## src/rtl/cts_tx_gate.sv

```systemverilog
module cts_tx_gate #(
  parameter int SYNC_STAGES = 2
) (
  input  logic clk,
  input  logic rst_n,
  input  logic cts_in,
  input  logic auto_cts_en,
  input  logic flow_irq_en,
  input  logic fifo_nempty,
  input  logic shifter_idle,
  input  logic status_clr,
  output logic load_strobe,
  output logic cts_status
);

  logic [SYNC_STAGES-1:0] sync_q;
  logic cts_s;
  logic cts_d;
  logic load_q;
  logic cts_rise;
  logic status_set;
  logic may_send;

  always_ff @(posedge clk or negedge rst_n) begin
    if (!rst_n) sync_q <= '0;
    else        sync_q <= {sync_q[SYNC_STAGES-2:0], cts_in};
  end

  assign cts_s = sync_q[SYNC_STAGES-1];

  always_ff @(posedge clk or negedge rst_n) begin
    if (!rst_n) cts_d <= 1'b0;
    else        cts_d <= cts_s;
  end

  assign cts_rise   = cts_s & ~cts_d;
  assign status_set = cts_rise & auto_cts_en & flow_irq_en;

  always_ff @(posedge clk or negedge rst_n) begin
    if (!rst_n)          cts_status <= 1'b0;
    else if (status_set) cts_status <= 1'b1;
    else if (status_clr) cts_status <= 1'b0;
  end

  assign may_send    = ~auto_cts_en | ~cts_s;
  assign load_strobe = shifter_idle & fifo_nempty & may_send & ~load_q;

  always_ff @(posedge clk or negedge rst_n) begin
    if (!rst_n) load_q <= 1'b0;
    else        load_q <= load_strobe;
  end

endmodule


```

## config.mk

```make
export PLATFORM = sky130hd
export DESIGN_NAME = cts_tx_gate
export DESIGN_NICKNAME = d
export VERILOG_FILES = /design/src/rtl/cts_tx_gate.sv
export SDC_FILE = /design/constraint.sdc
export NUM_CORES = 1
export LEC_CHECK = 0
export ABC_CLOCK_PERIOD_IN_PS = 800
export BUFFER_PORTS_ARGS = -buffer_cell sky130_fd_sc_hd__buf_2
export CAP_MARGIN = 20
export CORE_AREA = 3 3 40 42
export DETAILED_ROUTE_END_ITERATION = 6
export DIE_AREA = 0 0 43 45
export SYNTH_ARGS = -nofsm -noshare
export SYNTH_HDL_FRONTEND = slang
export SYNTH_SLANG_ARGS = --single-unit
export TNS_END_PERCENT = 50
```

## constraint.sdc

```tcl
create_clock -name clk -period 0.8 [get_ports clk]
set_input_delay 0.04 -clock clk [delete_from_list [all_inputs] [get_ports clk]]
set_output_delay 0.04 -clock clk [all_outputs]
set_load 0.05 [all_outputs]
```

==> flow_metrics.py <==
metrics = {
    "placed_design": {
        "port_buffers": 9,
        "place_area_um2": 238,
        "gp_congestion": 0.692,
        "place_inst": 35,
    },
    "timing": {
        "period_share": 1.37,
        "fin_crit_ps": 1100,
        "skew_ps": 1.27,
        "setup_slack_ps": -297,
        "worst_pin_slew_ps": 197,
        "slew_headroom": 0.868,
        "grt_setup_unrepaired": "true",
        "final_hold_viol_count": 0,
        "finalSetupViolCount": 3,
        "slew_viol_final": 0,
        "timing.fmax_mhz": 911,
    },
    "cells_and_area": {
        "final_core_util": 0.239,
        "drive_above_1_share": 0.519,
        "nets": 36,
        "final_common_cell": "buf_2",
        "final_cell_count_no_fill": 42,
        "final_cell_area_um2": 307,
        "final_cell_mix": "buf_2, dfrtp_1, clkbuf_4, dlygate4sd3_1, buf_6",
        "antenna_cells": 0,
        "area_growth_pct": 92.9,
    },
    "logic_synthesis": {
        "synth_cell_type_count": 6,
        "seq_area_frac_synth": 0.787,
        "syn-num-nets": 18,
        "synth_area_um2": 159,
        "synth_top_cell_by_area": "dfrtp_1",
        "synth-seq-cells": 5,
        "ys_top_cells_by_area": "dfrtp_1, a211oi_2, nand4b_1",
        "synth_cells": 10,
        "syn-mean-instance-area_um2": 15.9,
        "ys_warn_count": 0,
        "synth_top_area_frac": 0.787,
    },
    "hold_path": {
        "hold_class": "in -> reg",
    },
    "cts": {
        "cts_buffers": 3,
        "cts.path.max_buffers": 2,
        "htree_levels": 1,
        "cts.sinks": 5,
        "cts_tree": "built",
        "clkTransAtPathRegs_ps": 40,
        "clk_latency_ps": 240,
        "clockRootBuffer": "clkbuf_4",
    },
    "power": {
        "p_leak_uw": 0.000143,
        "ir_drop_uv": 847,
        "powerDensity_nw_per_um2": 2100,
    },
    "critical_path": {
        "cp.arrival_ps": 1060,
        "slowest_stage": "dfrtp_1",
        "path_max_fanout": 2,
        "crit_buf_inv": 1,
        "critPathTopFamily": "flip-flops",
        "path_cells": "a211oi_4, buf_6",
        "worstSetupPathType": "reg -> out",
        "endpoint_kind": "output pin",
        "critical_path_required_ps": 760,
        "cp-start-kind": "flop",
        "critical-path-max-stage-delay_ps": 400,
    },
    "floorplanning": {
        "die_area_um2": 1940,
        "die_h_um": 45,
        "die_width_um": 43,
        "coreArea_um2": 1280,
        "rows": 13,
        "start_util": 0.124,
        "io_pins": 10,
    },
    "job": {
        "max_cap_viol_count": 0,
    },
    "grt": {
        "grt_max_degree": 6,
        "antenna_found_initial": 0,
        "grt_util_all_layers": 0.0529,
        "grt_pass1_vias": 143,
        "grt-ovfl-total": 0,
        "grt_first_pass_wirelength_um": 648,
    },
    "route": {
        "drtIter0Drc": 1,
        "routed-via-count": 140,
        "wirelength_um": 407,
        "detail-route-antenna-nets": 0,
        "drc": 0,
        "viasPerCell": 3.33,
        "wl_per_cell_um": 9.69,
        "drt_pre_antenna_iters": 2,
    },
    "status": {
        "violations": "negative setup slack",
        "status": "finished, violations left",
    },
}
-- stage by stage --
step	power [µW]	worst slack [ps]	hold WS, ps	TNS, ps
6_report	643	-297	42.2	-316
3_5_place_dp	344	-140	-141	-161
2_1_floorplan	309	-321	-256	-579
3_3_place_gp	343	-140	-143	-140
5_1_grt	691	-346	41.1	-442
4_1_cts	664	-320	33.4	-371
-- area by class of cell --
| type | count | area (µm²) |
|---|---|---|
| Multi-Input combinational cell | 4 | 37.5 |
| Fill cell | 140 | 978 |
| Timing Repair Buffer | 13 | 95.1 |
| Tap cell | 15 | 18.8 |
| Inverter | 1 | 3.75 |
| Clock buffer | 4 | 26.3 |
| Sequential cell | 5 | 125 |
-- cell usage after synthesis --
cell and count:
a211oi_2 1, inv_1 1, nand4b_1 1, nand2_1 1, dfrtp_1 5, o21ai_0 1
-- path summary, 6_finish.rpt --
| check | startpoint | endpoint | slack (ps) | cells past startpoint |
|---|---|---|---|---|
| worst max-delay path | sync_q[1] | load_strobe | -300 | 2 |
| worst min-delay path | auto_cts_en | load_q | 40 | 2 |
| worst max register to register | sync_q[1] | cts_status | 0 | 3 |
| worst min register to register | sync_q[0] | sync_q[1] | 350 | 0 |
| max in group asynchronous | rst_n | sync_q[0] | 500 | 2 |
| min in group asynchronous | rst_n | cts_d | 160 | 2 |
-- sequential cells by signal (all words and copies together) (netlist names) --
name        count
sync_q          2
cts_status      1
load_q          1
cts_d           1
-- logic make-up (layout without fill, tap and decap cells) --
| group | Yosys count | after routing | share of synthesized area |
|---|---|---|---|
| AO/OA/AOI/OAI | 2 | 2 | 0.110 |
| buffers and inverters | 1 | 18 | 0.0236 |
| AND/OR/NAND/NOR | 2 | 2 | 0.0787 |
| flip-flops | 5 | 5 | 0.787 |
-- layer usage --
metal / vias to the layer above / GRT usage / part of all wire
met5: - / 0 / 0
met4: 0 / 0.0181 / 0
met3: 0 / 0.0677 / 0.18
met2: 12 / 0.0539 / 0.34
met1: 60 / 0.0617 / 0.48
li1: 68 / - / -
-- what timing repair did --
action	CTS	global route
hold buffers	3	0
endpoints found under the hold margin	7	0
gates resized for setup	5	0
setup buffers	0	0
gates cloned	0	0
endpoints found under the setup margin	3	3
-- power by group --
group | switching, µW | internal, µW
Combinational | 43.2 | 41.9
Sequential | 7.57 | 267
Clock | 95.3 | 188
Note: power is estimated with default switching activity, not from simulation.
